<file path="src/rtl/secded_pkg.sv">
package secded_pkg;

  localparam int DATA_W = 64;
  localparam int CW_W   = 72;
  localparam int SYN_W  = 7;
  localparam int LANE_W = 8;
  localparam int LANES  = CW_W / LANE_W;

  typedef struct packed {
    logic capture;
    logic useVector;
    logic encode;
    logic doubleCase;
  } codecCmd_t;

  function automatic logic isCheckPos(input int p);
    return (p & (p - 1)) == 0;
  endfunction

  function automatic logic [CW_W-1:0] placeData(input logic [DATA_W-1:0] d);
    logic [CW_W-1:0] w;
    int j;
    w = '0;
    j = 0;
    for (int p = 0; p < CW_W; p++) begin
      if (!isCheckPos(p)) begin
        w[p] = d[j];
        j++;
      end
    end
    return w;
  endfunction

  function automatic logic [DATA_W-1:0] extractData(input logic [CW_W-1:0] w);
    logic [DATA_W-1:0] d;
    int j;
    d = '0;
    j = 0;
    for (int p = 0; p < CW_W; p++) begin
      if (!isCheckPos(p)) begin
        d[j] = w[p];
        j++;
      end
    end
    return d;
  endfunction

  function automatic logic [SYN_W-1:0] syndromeOf(input logic [CW_W-1:0] w);
    logic [SYN_W-1:0] s;
    s = '0;
    for (int k = 0; k < SYN_W; k++) begin
      for (int p = 1; p < CW_W; p++) begin
        if (((p >> k) & 1) == 1) s[k] = s[k] ^ w[p];
      end
    end
    return s;
  endfunction

  function automatic logic [CW_W-1:0] encodeWord(input logic [DATA_W-1:0] d);
    logic [CW_W-1:0] w;
    logic [SYN_W-1:0] s;
    w = placeData(d);
    s = syndromeOf(w);
    for (int k = 0; k < SYN_W; k++) w[1 << k] = s[k];
    w[0] = ^w[CW_W-1:1];
    return w;
  endfunction

endpackage

</file>
<file path="src/rtl/secded_enc.sv">
module secded_enc
  import secded_pkg::*;
(
  input  logic [DATA_W-1:0] dataIn,
  output logic [CW_W-1:0]   codeOut
);

  always_comb codeOut = encodeWord(dataIn);

endmodule

</file>
<file path="src/rtl/secded_dec.sv">
module secded_dec
  import secded_pkg::*;
(
  input  logic [CW_W-1:0]   codeIn,
  output logic [DATA_W-1:0] dataOut,
  output logic              secHit,
  output logic              dedHit
);

  logic [SYN_W-1:0] syn;
  logic             oddParity;
  logic [CW_W-1:0]  repaired;

  always_comb begin
    syn       = syndromeOf(codeIn);
    oddParity = ^codeIn;
    repaired  = codeIn;
    secHit    = 1'b0;
    dedHit    = 1'b0;
    if (oddParity) begin
      if (syn == '0) begin
        secHit = 1'b1;
      end else if (int'(syn) < CW_W) begin
        repaired[syn] = ~codeIn[syn];
        secHit        = 1'b1;
      end else begin
        dedHit = 1'b1;
      end
    end else if (syn != '0) begin
      dedHit = 1'b1;
    end
    dataOut = dedHit ? '0 : extractData(repaired);
  end


  always_comb sec_ded_excl_chk: assert (!(secHit && dedHit));

endmodule

</file>
<file path="src/rtl/secded_ctrl.sv">
module secded_ctrl
  import secded_pkg::*;
(
  input  logic      clk,
  input  logic      rstN,
  input  logic      start,
  input  logic      autoTest,
  input  logic      doubleCase,
  input  logic      encodeSel,
  output codecCmd_t cmd,
  output logic      done
);

  logic doneQ;

  always_comb begin
    cmd.capture    = start;
    cmd.useVector  = start & autoTest;
    cmd.encode     = start & encodeSel;
    cmd.doubleCase = start & doubleCase;
  end

  always_ff @(posedge clk or negedge rstN) begin
    if (!rstN) doneQ <= 1'b0;
    else       doneQ <= start;
  end

  assign done = doneQ;


  done_pulse_chk: assert property (@(posedge clk) disable iff (!rstN) start |=> done);

  done_only_chk: assert property (@(posedge clk) disable iff (!rstN) !start |=> !done);

endmodule

</file>
<file path="src/rtl/secded_dp.sv">
module secded_dp
  import secded_pkg::*;
#(
  parameter logic [DATA_W-1:0] TEST_DATA   = 64'h5A3C_96E1_0F7B_C248,
  parameter int                TEST_FLIP_A = 37,
  parameter int                TEST_FLIP_B = 50
) (
  input  logic            clk,
  input  logic            rstN,
  input  codecCmd_t       cmd,
  input  logic [CW_W-1:0] inBytes,
  output logic [CW_W-1:0] outBytes,
  output logic            secFlag,
  output logic            dedFlag
);

  localparam logic [CW_W-1:0] ONE_HOT = {{(CW_W-1){1'b0}}, 1'b1};
  localparam logic [CW_W-1:0] TEST_CW = encodeWord(TEST_DATA);
  localparam logic [CW_W-1:0] MASK_A  = ONE_HOT << TEST_FLIP_A;
  localparam logic [CW_W-1:0] MASK_B  = ONE_HOT << TEST_FLIP_B;

  logic [DATA_W-1:0] encIn;
  logic [CW_W-1:0]   encOut;
  logic [CW_W-1:0]   decIn;
  logic [DATA_W-1:0] decData;
  logic              decSec;
  logic              decDed;
  logic [CW_W-1:0]   resultWord;
  logic              resultSec;
  logic              resultDed;
  logic [CW_W-1:0]   outQ;
  logic              secQ;
  logic              dedQ;

  always_comb begin
    encIn = cmd.useVector ? TEST_DATA : inBytes[DATA_W-1:0];
    if (cmd.useVector) decIn = cmd.doubleCase ? (TEST_CW ^ MASK_A ^ MASK_B) : (TEST_CW ^ MASK_A);
    else               decIn = inBytes;
  end

  secded_enc u_enc (.dataIn(encIn), .codeOut(encOut));

  secded_dec u_dec (.codeIn(decIn), .dataOut(decData), .secHit(decSec), .dedHit(decDed));

  always_comb begin
    resultWord = cmd.encode ? encOut : {{(CW_W-DATA_W){1'b0}}, decData};
    resultSec  = cmd.encode ? 1'b0 : decSec;
    resultDed  = cmd.encode ? 1'b0 : decDed;
  end

  for (genvar ln = 0; ln < LANES; ln++) begin : g_lane
    always_ff @(posedge clk or negedge rstN) begin
      if (!rstN)            outQ[ln*LANE_W +: LANE_W] <= '0;
      else if (cmd.capture) outQ[ln*LANE_W +: LANE_W] <= resultWord[ln*LANE_W +: LANE_W];
    end
  end

  always_ff @(posedge clk or negedge rstN) begin
    if (!rstN) begin
      secQ <= 1'b0;
      dedQ <= 1'b0;
    end else if (cmd.capture) begin
      secQ <= resultSec;
      dedQ <= resultDed;
    end
  end

  assign outBytes = outQ;
  assign secFlag  = secQ;
  assign dedFlag  = dedQ;


  ded_zero_chk: assert property (@(posedge clk) disable iff (!rstN) dedFlag |-> outBytes == '0);

  flags_excl_chk: assert property (@(posedge clk) disable iff (!rstN) !(secFlag && dedFlag));

  enc_flags_chk: assert property (@(posedge clk) disable iff (!rstN)
    (cmd.capture && cmd.encode) |=> (!secFlag && !dedFlag));

  hold_chk: assert property (@(posedge clk) disable iff (!rstN)
    !cmd.capture |=> ($stable(outBytes) && $stable(secFlag) && $stable(dedFlag)));

  lane8_chk: assert property (@(posedge clk) disable iff (!rstN)
    (cmd.capture && !cmd.encode) |=> outBytes[CW_W-1:DATA_W] == '0);

endmodule

</file>
<file path="src/rtl/secded_codec.sv">
module secded_codec
  import secded_pkg::*;
#(
  parameter logic [63:0] TEST_DATA   = 64'h5A3C_96E1_0F7B_C248,
  parameter int          TEST_FLIP_A = 37,
  parameter int          TEST_FLIP_B = 50
) (
  input  logic        clk,
  input  logic        rstN,
  input  logic        start,
  input  logic        autoTest,
  input  logic        doubleCase,
  input  logic        encodeSel,
  input  logic [71:0] inBytes,
  output logic [71:0] outBytes,
  output logic        secFlag,
  output logic        dedFlag,
  output logic        done
);

  codecCmd_t cmd;

  secded_ctrl u_ctrl (
    .clk(clk), .rstN(rstN), .start(start), .autoTest(autoTest),
    .doubleCase(doubleCase), .encodeSel(encodeSel), .cmd(cmd), .done(done)
  );

  secded_dp #(
    .TEST_DATA(TEST_DATA), .TEST_FLIP_A(TEST_FLIP_A), .TEST_FLIP_B(TEST_FLIP_B)
  ) u_dp (
    .clk(clk), .rstN(rstN), .cmd(cmd), .inBytes(inBytes),
    .outBytes(outBytes), .secFlag(secFlag), .dedFlag(dedFlag)
  );

endmodule

</file>
<file path="config.mk">
export PLATFORM = sky130hd
export DESIGN_NAME = secded_codec
export DESIGN_NICKNAME = d
export VERILOG_FILES = /design/src/rtl/secded_pkg.sv /design/src/rtl/secded_enc.sv /design/src/rtl/secded_dec.sv /design/src/rtl/secded_ctrl.sv /design/src/rtl/secded_dp.sv /design/src/rtl/secded_codec.sv
export SDC_FILE = /design/constraint.sdc
export NUM_CORES = 1
export LEC_CHECK = 0
export BUFFER_PORTS_ARGS = -buffer_cell sky130_fd_sc_hd__buf_4
export CAP_MARGIN = 20
export CELL_PAD_IN_SITES_DETAIL_PLACEMENT = 0
export CELL_PAD_IN_SITES_GLOBAL_PLACEMENT = 1
export CORE_ASPECT_RATIO = 0.75
export CORE_MARGIN = 5
export CORE_UTILIZATION = 40
export CTS_CLUSTER_SIZE = 10
export DETAILED_ROUTE_END_ITERATION = 7
export PLACE_DENSITY_LB_ADDON = 0.08
export RECOVER_POWER = 50
export SLEW_MARGIN = 20
export SYNTH_ARGS = -nofsm -noshare
export SYNTH_HDL_FRONTEND = slang
export SYNTH_HIERARCHICAL = 1
export SYNTH_SLANG_ARGS = --single-unit
</file>
<file path="constraint.sdc">
create_clock -name clk -period 0.8 [get_ports clk]
set_clock_uncertainty 0.05 [all_clocks]
set_input_delay 0.12 -clock clk [delete_from_list [all_inputs] [get_ports clk]]
set_output_delay 0.12 -clock clk [all_outputs]
set_load 0.01 [all_outputs]
</file>
=== Word-level counts from Yosys, hierarchy flattened ===
Index checks and enable logic that the tools add are counted.

* Input bits: 78
* Register bits: 75
* Output and inout bits: 75
* Word-level logic and storage cells: 449

* Muxes and demuxes: 22
* Bitwise logic cells: 407
* $lt $le $gt $ge: 3
* Reduce and logical (&&, ||, !) cells: 5

{| class="wikitable"
|+ Operators by type and width
! cell !! count
|-
| $xor 1x1->1 || 403
|-
| $mux 72 || 5
|-
| $mux 64 || 2
|-
| $bwmux 72 || 1
|-
| $reduce_xor 72->1 || 1
|-
| $reduce_xor 71->1 || 1
|-
| $mux 51 || 1
|-
| $mux 1 || 11
|-
| $lt 7x8->1 const B || 1
|-
| $bmux 1 s7 || 1
|-
| $demux 1 s7 || 1
|-
| $ge 7x1->1 const B || 1
|-
| $logic_not 7->1 || 1
|-
| $lt 7x7->1 const B || 1
|-
| $reduce_bool 7->1 || 1
|-
| $and 1x1->1 || 3
|-
| $logic_and 1x1->1 || 1
|-
| $not 1->1 || 1
|}

=== Depth between registers and ports, before layout ===
Gate-level depths: netlist of run 1.

* Word-level depth: 48
* Depth in mapped cells: 19

=== Cells and area by module ===
The synthesis of run 1 kept the hierarchy.

{| class="wikitable"
|+ By module, submodules not included
! module !! cells an instance !! instances !! area an instance (um2)
|-
| secded_dp || 437 || 1 || 4083.9
|-
| secded_dec || 490 || 1 || 3673.5
|-
| secded_enc || 180 || 1 || 1727.9
|-
| secded_ctrl || 5 || 1 || 51.3
|}

=== Least setup slack after synthesis of run 1 ===
No wires, ideal clock.

* Path kind: in2reg
* From: in autoTest
* To: reg u_dp.outQ[32] (netlist: u_dp/outBytes[32])
* Slack: -3208 ps
* Library setup time: 77 ps
* Path buffers: 4
* Data arrival time: 3881 ps
* Stages on the path: 18
* Path through: and2_1 buf_2 buf_2 or2_1 xnor2_1 xnor3_1 xnor3_2 xnor3_2 nor3b_1 a21o_1 buf_2 a222oi_1 a21oi_1 or3_1 buf_4 o22ai_2 mux2i_1 a21oi_1

{| class="wikitable"
|+ RTL lines
! what !! RTL line !! source
|-
| start: declaration || secded_codec.sv:11 || <nowiki>input logic autoTest,</nowiki>
|-
| $and 1x1->1 * || secded_ctrl.sv:18 || <nowiki>cmd.useVector = start & autoTest;</nowiki>
|-
| $mux 72 * || secded_dp.sv:37 || <nowiki>if (cmd.useVector) decIn = cmd.doubleCase ? (TEST_CW ^ MASK_A ^ MASK_B) : (TEST_CW ^ MASK_A);</nowiki>
|-
| net u_dp.decIn[57] || secded_dp.sv:24 || <nowiki>logic [CW_W-1:0] decIn;</nowiki>
|-
| $xor 1x1->1 (8 in series) || secded_pkg.sv:53 || <nowiki>if (((p >> k) & 1) == 1) s[k] = s[k] ^ w[p];</nowiki>
|-
| $lt 7x8->1 (not written as such) or $ge 7x1->1 (tied branches) || secded_dec.sv:24 || <nowiki>repaired[syn] = ~codeIn[syn];</nowiki>
|-
| $logic_and 1x1->1 (not written as such) || secded_dec.sv:24 ||
|-
| $mux 1 (not written as such) || secded_dec.sv:24 ||
|-
| $demux 1 s7 || secded_dec.sv:24 ||
|-
| $bwmux 72 || secded_dec.sv:24 ||
|-
| $mux 72 || secded_dec.sv:23 || <nowiki>end else if (int'(syn) < CW_W) begin</nowiki>
|-
| $mux 72 || secded_dec.sv:21 || <nowiki>if (syn == '0) begin</nowiki>
|-
| $mux 72 || secded_dec.sv:20 || <nowiki>if (oddParity) begin</nowiki>
|-
| $mux 64 * || secded_dec.sv:32 || <nowiki>dataOut = dedHit ? '0 : extractData(repaired);</nowiki>
|-
| net u_dp.decData[32] || secded_dp.sv:25 || <nowiki>logic [DATA_W-1:0] decData;</nowiki>
|-
| $mux 72 * || secded_dp.sv:46 || <nowiki>resultWord = cmd.encode ? encOut : {{(CW_W-DATA_W){1'b0}}, decData};</nowiki>
|-
| end signal: indexed assignment || secded_dp.sv:54 || <nowiki>else if (cmd.capture) outQ[ln*LANE_W +: LANE_W] <= resultWord[ln*LANE_W +: LANE_W];</nowiki>
|-
| end: declaration || secded_dp.sv:31 || <nowiki>logic [CW_W-1:0] outQ;</nowiki>
|}

The timed path passes the listed nets; every way through them passes the cells marked *. The select of a mux whose other input is x is not followed.
A chain may end at the register's enable or synchronous reset.

==> run summary, run 1 <==
The total count of max-transition violations in the final report was 0; the peak per-stage delay on the critical path was 430 ps. In this run the vertical extent of the chip is 144 um. Counting flops with a built-in enable in the synthesized netlist gives 0. Number of max-cap violations: 0.

Tracing the worst setup path back leads to its startpoint at start. The worst path in the final design needs a cycle of 3980 ps, including I/O delays and setup. The logs give 0.518 for the max-slew headroom at the worst pin and 2 for the maximum clock insertion buffer count. The total count of hold-check failures in the final report is 0, and the area share of the leading cell type in the synthesized netlist is 0.197. CTS built an H-tree with a depth of 3. The Yosys step of the flow raised 6 warnings. Traced cell by cell, the critical path runs through buf_6 -> and2_4 -> buf_12 -> buf_12 -> or2_4 -> xnor2_2 -> xnor3_1 -> xnor3_2 -> xnor3_2 -> and3_4 -> or2_1 -> buf_6 -> a22o_1 -> a222oi_1 -> and4_1 -> buf_6 -> a32o_2 -> mux2i_2 -> a21oi_1. The met2 global-route usage is 0.488. The wire length after detailed routing was 46.2 mm; the floorplan row count was 49. The run finished, with violations left. The detail route stage leaves a number of antenna-violating nets equal to 0.

The required time of the critical path is 1030 ps, and the cell depth of the worst flop-to-flop path is 4. The logs give 0 for the number of diodes and 9760 for the number of global-route vias before repair. The tightest hold margin came out at 235 ps.

In this run the worst hold path is classified as input pin to flop. The most critical setup path has its endpoint at u_dp/outBytes[47]$_DFFE_PN0P_. After filler insertion, the fill cell instance count of the layout stands at 1958.

The count of buffers from port buffering was 152. The final layout contains 1663 nets. The tools report the half-perimeter wire length after placement as 35.7 mm. The clock transition at the registers of the reported paths came out at 60 ps.

The average detailed-routed wire length per instance works out to 24.4 um. For the portion of the post-synthesis area used by sequential elements, the log shows 0.197. Synthesis produced a netlist whose cell count is 1112. The layout overhead on the synthesized area was 67.1%; the clock latency reported for the late side of the worst-skew pair was 360 ps. The run gives 0.672 as the fraction of the core area covered by cells at the end of the flow.

Yosys attributes the largest share of cell area to sky130_fd_sc_hd__dfrtp_1 20%, sky130_fd_sc_hd__xnor2_1 16%, sky130_fd_sc_hd__mux2i_1 13%, sky130_fd_sc_hd__buf_4 5.4%, sky130_fd_sc_hd__a21oi_1 4.6%. By count the netlist is led by 179 x sky130_fd_sc_hd__xnor2_1, 122 x sky130_fd_sc_hd__mux2i_1, 100 x sky130_fd_sc_hd__nand2_1. The synthesized net count is 1190. Entering global routing, the biggest net connects 80 pins.

TritonCTS built the clock tree. Routability-driven placement finished with a final weighted congestion of 1.04. I/O pin count: 153.

The final critical-path setup slack came out at -3180 ps. The endpoint identified for the worst register-to-register timing path is u_dp/outBytes[58]$_DFFE_PN0P_. The tools report the global routing met3 resource utilization as 0.0753. The most common cell in the synthesized netlist is sky130_fd_sc_hd__xnor2_1. The number of antenna violations at the first check in global routing was 0; the share of final-layout standard cells stronger than drive strength 1 was 0.515.

Number of buffers added by the clock tree synthesis step: 9. The most numerous cell type found on the critical path is sky130_fd_sc_hd__buf_6. The tools report the post-layout instance area as 15900 sq um. For the number of distinct library cell variants in the gate-level netlist after synthesis, the log shows 65.

For the wire length of the first global-routing pass, the log shows 65.6 mm. The cell taking the most area after synthesis was sky130_fd_sc_hd__dfrtp_1. The synthesized netlist occupies a cell area of 9540 sq um.

Leading register cell type out of synthesis: sky130_fd_sc_hd__dfrtp_1. Derived from the worst setup path, the maximum achievable clock frequency is 0.251 GHz. The layer carrying the most global-route usage is met1. In this run, the number of DRC markers left after iteration 0 of detailed routing was 1081.

STA classifies the critical path endpoint as a flop. The critical path start-end classification is input pin to flop. After detailed routing, the number of vias per cell comes to 5.39. For the worst setup path, the data arrival time is 4210 ps.

The overall die area was 27100 sq um. The flop-to-flop setup slack is -170 ps. The clock net in this run drives a total of 75 sinks. Synthesis inferred 75 register bits. The checks that failed: negative setup slack. The die is 188 um wide. In the routed design, unresolved DRC markers number 0.

The worst setup path is launched from an input pin. The mean area per synthesized cell works out to 8.58 sq um. For this design, the slowest cell found on the critical path is sky130_fd_sc_hd__xnor3_1.

The global routing usage on met1 came out at 0.498. The tools report the startpoint of the worst register-to-register path as u_dp/outBytes[58]$_DFFE_PN0P_. Setup violations remaining at the end of the flow were counted as 149. At the pin with the least slew margin, the transition time is 723 ps.

The number of optimization iterations in the first detailed-route pass was 8. The total grt overflow came out at 0. The tools report the root buffer cell as sky130_fd_sc_hd__clkbuf_16.

In this run the standard cell core region covers 23700 sq um. The tools report the overall fraction of global-route tracks in use as 0.331. The share of synthesized registers carrying an async set or reset was 1.00.

Along the worst path, the maximum fanout reaches 9. Setup repair after global routing could not meet its margin everywhere. For this block, the via count after detailed routing is 10200.

For the placement-stage cell area, the log shows 13400 sq um. The starting utilization of the core area is 0.402, and the period utilization is 4.98.
[how the worst min path moves through the flow]
stage | from | end | slack (ps) | cells past startpoint
after floorplan | rstN | u_ctrl/done$_DFF_PN0_ | -230 | 0
after global placement | rstN | u_dp/outBytes[61]$_DFFE_PN0P_ | 60 | 2
after detailed placement | rstN | u_dp/outBytes[56]$_DFFE_PN0P_ | 60 | 2
after CTS | inBytes[63] | u_dp/outBytes[71]$_DFFE_PN0P_ | 220 | 5
after global routing | inBytes[60] | u_dp/outBytes[68]$_DFFE_PN0P_ | 250 | 5
final | inBytes[6] | u_dp/outBytes[11]$_DFFE_PN0P_ | 230 | 5
[placed cells by master (no fill, tap or decap), types with 7 or more instances in the layout]
cell                        instances
sky130_fd_sc_hd__buf_4            428
sky130_fd_sc_hd__xnor2_1          131
sky130_fd_sc_hd__buf_6            122
sky130_fd_sc_hd__mux2i_1          114
sky130_fd_sc_hd__nand2_1           92
sky130_fd_sc_hd__a21oi_1           83
sky130_fd_sc_hd__nor2_1            76
sky130_fd_sc_hd__dfrtp_1           73
sky130_fd_sc_hd__xnor2_2           48
sky130_fd_sc_hd__nor2b_1           36
sky130_fd_sc_hd__buf_12            28
sky130_fd_sc_hd__xor2_1            26
sky130_fd_sc_hd__or2_4             25
sky130_fd_sc_hd__or2_1             21
sky130_fd_sc_hd__xnor3_1           16
sky130_fd_sc_hd__a22oi_1           15
sky130_fd_sc_hd__inv_1             14
sky130_fd_sc_hd__o21ai_0           13
sky130_fd_sc_hd__clkbuf_16         11
sky130_fd_sc_hd__or2_2             10
sky130_fd_sc_hd__nor2b_2            9
sky130_fd_sc_hd__nor2b_4            9
sky130_fd_sc_hd__mux2i_2            8
sky130_fd_sc_hd__xnor3_2            8
sky130_fd_sc_hd__a31oi_1            8
sky130_fd_sc_hd__o21ai_1            7
[kinds of logic after synthesis]
family,synth area share
buf+inv,0.0960
mux,0.139
flops,0.197
xor+xnor,0.268
simple gates,0.177
compound gates,0.123
[per-layer routing]
metal / wire [um] / share of wire
met1: 21600 / 0.47
met3: 4410 / 0.095
met5: 0 / 0
met2: 19300 / 0.42
met4: 905 / 0.020
[final cells by class]
cell class | instances | area [sq um] | share of cell area
clock inverter | 6 | 138 | 0.00864
multi-input combinational | 893 | 7860 | 0.493
clock buffer | 9 | 225 | 0.0141
inverter | 15 | 61.3 | 0.00385
tap | 306 | 383 | 0.0240
sequential | 75 | 1880 | 0.118
timing repair buffer | 591 | 5400 | 0.339
[state kept, by name, indices dropped and copies added, names as in the netlist]
signal / count
u_dp/outBytes: 72
u_ctrl/done: 1
u_dp/dedFlag: 1
u_dp/secFlag: 1
[critical path, delay by kind of cell]
family	cells	cell delay, ps
mux	1	90
xor+xnor	4	1220
buf+inv	5	680
compound gates	4	840
simple gates	5	1250
[stage by stage]
step           instances  setup WS (ps)  setup TNS (ps)
6_report            1895          -3180         -222670
5_1_grt             1895          -3320         -232470
4_1_cts             1865          -3010         -213820
3_5_place_dp        1795          -3720         -243990
3_3_place_gp        1795          -3700         -242060
2_1_floorplan       1112          -2830         -185660
[what timing repair did]
item	in CTS	in global routing
hold buffers	1	0
hold endpoints to repair	75	0
endpoints found under the setup margin	149	149
pin swaps	57	39
cloned	5	2
gates resized for setup	226	71
buffers inserted	50	33
Power of run 1 is left out: the tool's default activity adds up to more than one toggle a clock period on the data nets, which glitch-free logic cannot reach.
==> inputs of run 2 (changes only) <==
--- a/config.mk
+++ b/config.mk
@@ -12,8 +12,10 @@
 export CORE_ASPECT_RATIO = 0.75
 export CORE_MARGIN = 5
 export CORE_UTILIZATION = 40
+export CTS_BUF_LIST = sky130_fd_sc_hd__clkbuf_16
 export CTS_CLUSTER_SIZE = 10
 export DETAILED_ROUTE_END_ITERATION = 7
+export MAX_ROUTING_LAYER = met4
 export PLACE_DENSITY_LB_ADDON = 0.08
 export RECOVER_POWER = 50
 export SLEW_MARGIN = 20
==> run 2 against run 1 <==
Effect of this change: the run still ends with negative setup slack left; register-to-register slack is essentially flat; worst hold slack lost 8.4 ps; die area is the same; first-iteration DRC count shrank 7.1%; via count grew 2.3%; cell area grew 4.9%; utilization grew 3.3 points; routed wire length grew 3.9%; global-route usage grew 2.2 points; count of clock-buffer cells in the layout is the same; setup slack gained 42 ps; highest routed layer unchanged; flip-flop and latch count is the same.
==> run summary, run 2 (synthesized netlist as in run 1, its figures left out) <==
The flow ran to the end, but the final reports show violations. The final reports fail on negative setup slack. The worst register-to-register path ends at u_dp/outBytes[61]$_DFFE_PN0P_. Level count of the clock H-tree: 3 (unchanged). The tools report the number of standard cells in the layout, taps in and fillers out as 1930 (+1.8%). The total area of sequential cells is 1880 sq um (unchanged), and the fill cell instance count of the final layout is 1867 (-4.6%). The tools report the post-layout net count as 1697 (+2.0%). STA classifies the critical path endpoint as a flop.

The height of the die was 144 um (unchanged). The via count of the routed design is 10400 (+2.3%), and the starting utilization of the core area is 0.402 (unchanged). The clock transition at the registers of the reported paths is 70 ps (about the same), and the required time of the critical path is 1030 ps (about the same). The number of routed nets with antenna violations is 0 (unchanged), and the horizontal extent of the die is 188 um (unchanged). The overall fraction of global-route tracks in use is 0.353 (+0.0218). The worst hold path cell count was 5 (unchanged). TritonCTS built the clock tree.

The tools report the floorplan row count as 49 (unchanged). The tools report the area of the core as 23700 sq um (unchanged). The leading cell type in the layout, fill and taps excluded was sky130_fd_sc_hd__buf_4.

The number of global-route vias before repair came out at 10300 (+5.5%). The worst register-to-register path begins at u_dp/outBytes[61]$_DFFE_PN0P_. The tools report the half-perimeter wire length after placement as 35.7 mm (about the same). Final estimated routing congestion in global placement: 1.08 (+4.1%).

Among all stages on the critical path, the largest delay is contributed by sky130_fd_sc_hd__xnor3_1. Setup repair after global routing could not meet its margin everywhere. The run gives 0 (unchanged) as the total count of hold-check failures in the final report.

The tools report the clock latency reported for the late side of the worst-skew pair as 360 ps (about the same). The area growth from synthesis to layout is 75.2%. The flop-to-flop setup slack is -170 ps (about the same). The max-slew headroom at the worst pin was 0.464 (-0.0538). In this run the worst setup path begins at autoTest. The total count of max-transition violations in the final report is 0 (unchanged), and the total of endpoints with negative setup slack in the final report is 149 (unchanged).

In this run the worst setup path terminates at u_dp/outBytes[14]$_DFFE_PN0P_. The I/O pin count is 153 (unchanged). The area of the multi-input gates came out at 8320 sq um (+5.9%). Placed cell count: 1789 (-0.33%).

Maximum clock frequency: 0.254 GHz (+1.1%). In this run the most critical hold path is launched from inBytes[60]. The number of antenna violations at the first check in global routing is 2 (+2), and the count of buffers from port buffering is 152 (unchanged). The tools report the tightest hold margin as 227 ps (-8.37 ps).

For the total grt overflow, the log shows 0 (unchanged). Walking the worst path, the cells encountered are buf_6 -> and2_4 -> buf_6 -> buf_8 -> nor2b_4 -> xnor2_2 -> xnor3_1 -> xnor3_2 -> xnor3_2 -> buf_6 -> nor3b_4 -> or2_4 -> buf_12 -> buf_6 -> a22o_1 -> a221oi_2 -> a21oi_4 -> buf_12 -> a31oi_4 -> mux2i_1 -> a21oi_1. Kind of path behind the tightest hold check: input pin to flop. The measured slew at the worst slew-check pin was 804 ps (+80.6 ps). The average detailed-routed wire length per instance came out at 24.9 um (+2.0%). The ratio of routed vias to standard cells works out to 5.41 (+0.43%). The critical path is of the input pin to flop type. The tree is rooted in a sky130_fd_sc_hd__clkbuf_16. The maximum fanout along the worst path was 8 (-1); the wire length of the first global-routing pass was 67.7 mm (+3.1%). The violation count after the first detailed-route iteration was 1004 (-7.1%); the maximum clock insertion buffer count was 2 (unchanged). The number of buffers added by the clock tree synthesis step was 9 (unchanged). The share of final-layout standard cells stronger than drive strength 1 was 0.559 (+0.0441). The post-layout minimum cycle time came out at 3940 ps (-42.3 ps). The period utilization came out at 4.93 (-0.0529).

For the DRC violation count after routing, the log shows 0 (unchanged). Among the stages of the critical path, the cell type that occurs most often is sky130_fd_sc_hd__buf_6. In the layout the commonest cells are 439 x sky130_fd_sc_hd__buf_4, 136 x sky130_fd_sc_hd__buf_6, 128 x sky130_fd_sc_hd__xnor2_1, 113 x sky130_fd_sc_hd__mux2i_1, 74 x sky130_fd_sc_hd__nor2_1. The number of max-cap violations came out at 0 (unchanged).

The cell depth of the worst flop-to-flop path is 4 (unchanged), and the peak per-stage delay on the critical path is 440 ps (about the same). The tools report the wire length after detailed routing as 48.0 mm (+3.9%). The logs give 27100 sq um (unchanged) for the overall die area and 5 (-3) for the number of optimization iterations in the first detailed-route pass. Signal arrival time at the worst endpoint: 4170 ps (-40 ps). The pin count of the biggest net entering global routing is 84 (+5.0%), and the number of flip-flops in the largest register is 72 (unchanged). The kind of start point of the critical path is an input pin. The run gives 75 (unchanged) as the number of clock sinks. The run gives -3140 ps (+42.3 ps) as the final critical-path setup slack.
run 2: cell count changes in the layout (fill, tap and decap cells not counted), sizes merged:
cell / change
and2: +2
clkinv: +1
diode: +1
buf: +32
bufinv: -1
run 2: how the worst min path moves through the flow:
stage,to
final,u_dp/outBytes[68]$_DFFE_PN0P_
after global routing,u_dp/outBytes[66]$_DFFE_PN0P_
after CTS,u_dp/outBytes[68]$_DFFE_PN0P_
after detailed placement,u_dp/outBytes[62]$_DFFE_PN0P_
after global placement,u_dp/outBytes[60]$_DFFE_PN0P_
after floorplan,u_ctrl/done$_DFF_PN0_
run 2: layout make-up:
class,count,share of cell area
Multi-Input combinational cell,895,0.498
Timing Repair Buffer,623,0.343
Clock buffer,9,0.0135
Clock inverter,6,0.00674
Tap cell,306,0.0229
Inverter,15,0.00397
Sequential cell,75,0.112
Antenna cell,1,0.000150
run 2: timing repair:
action	CTS	global route
endpoints found under the hold margin	75	0
buffers inserted	88	36
pin swaps	68	90
hold buffers	1	0
cloned	11	2
endpoints found under the setup margin	149	149
resized for setup	307	119
run 2: routing by layer:
metal,share of wire,global-route usage
met2,0.42,0.503
met4,0.029,0.107
met1,0.45,0.484
met3,0.10,0.107
met5,0,-
run 2: stage by stage:
stage / setup TNS, ps / setup WS [ps] / util / cell area [sq um]
floorplan: -185660 / -2830 / - / 9930
global placement: -240790 / -3710 / 0.562 / 13300
detailed placement: -243020 / -3760 / 0.562 / 13300
CTS: -216040 / -3040 / 0.673 / 16000
global route: -230570 / -3200 / 0.704 / 16700
finish: -221430 / -3140 / 0.704 / 16700
run 2: critical path, delay by kind of cell:
kind,cells,cell delay [ps]
mux,1,100
xor+xnor,4,1200
compound gates,5,950
buf+inv,7,970
simple gates,4,820
Power of run 2 is left out for the same reason.
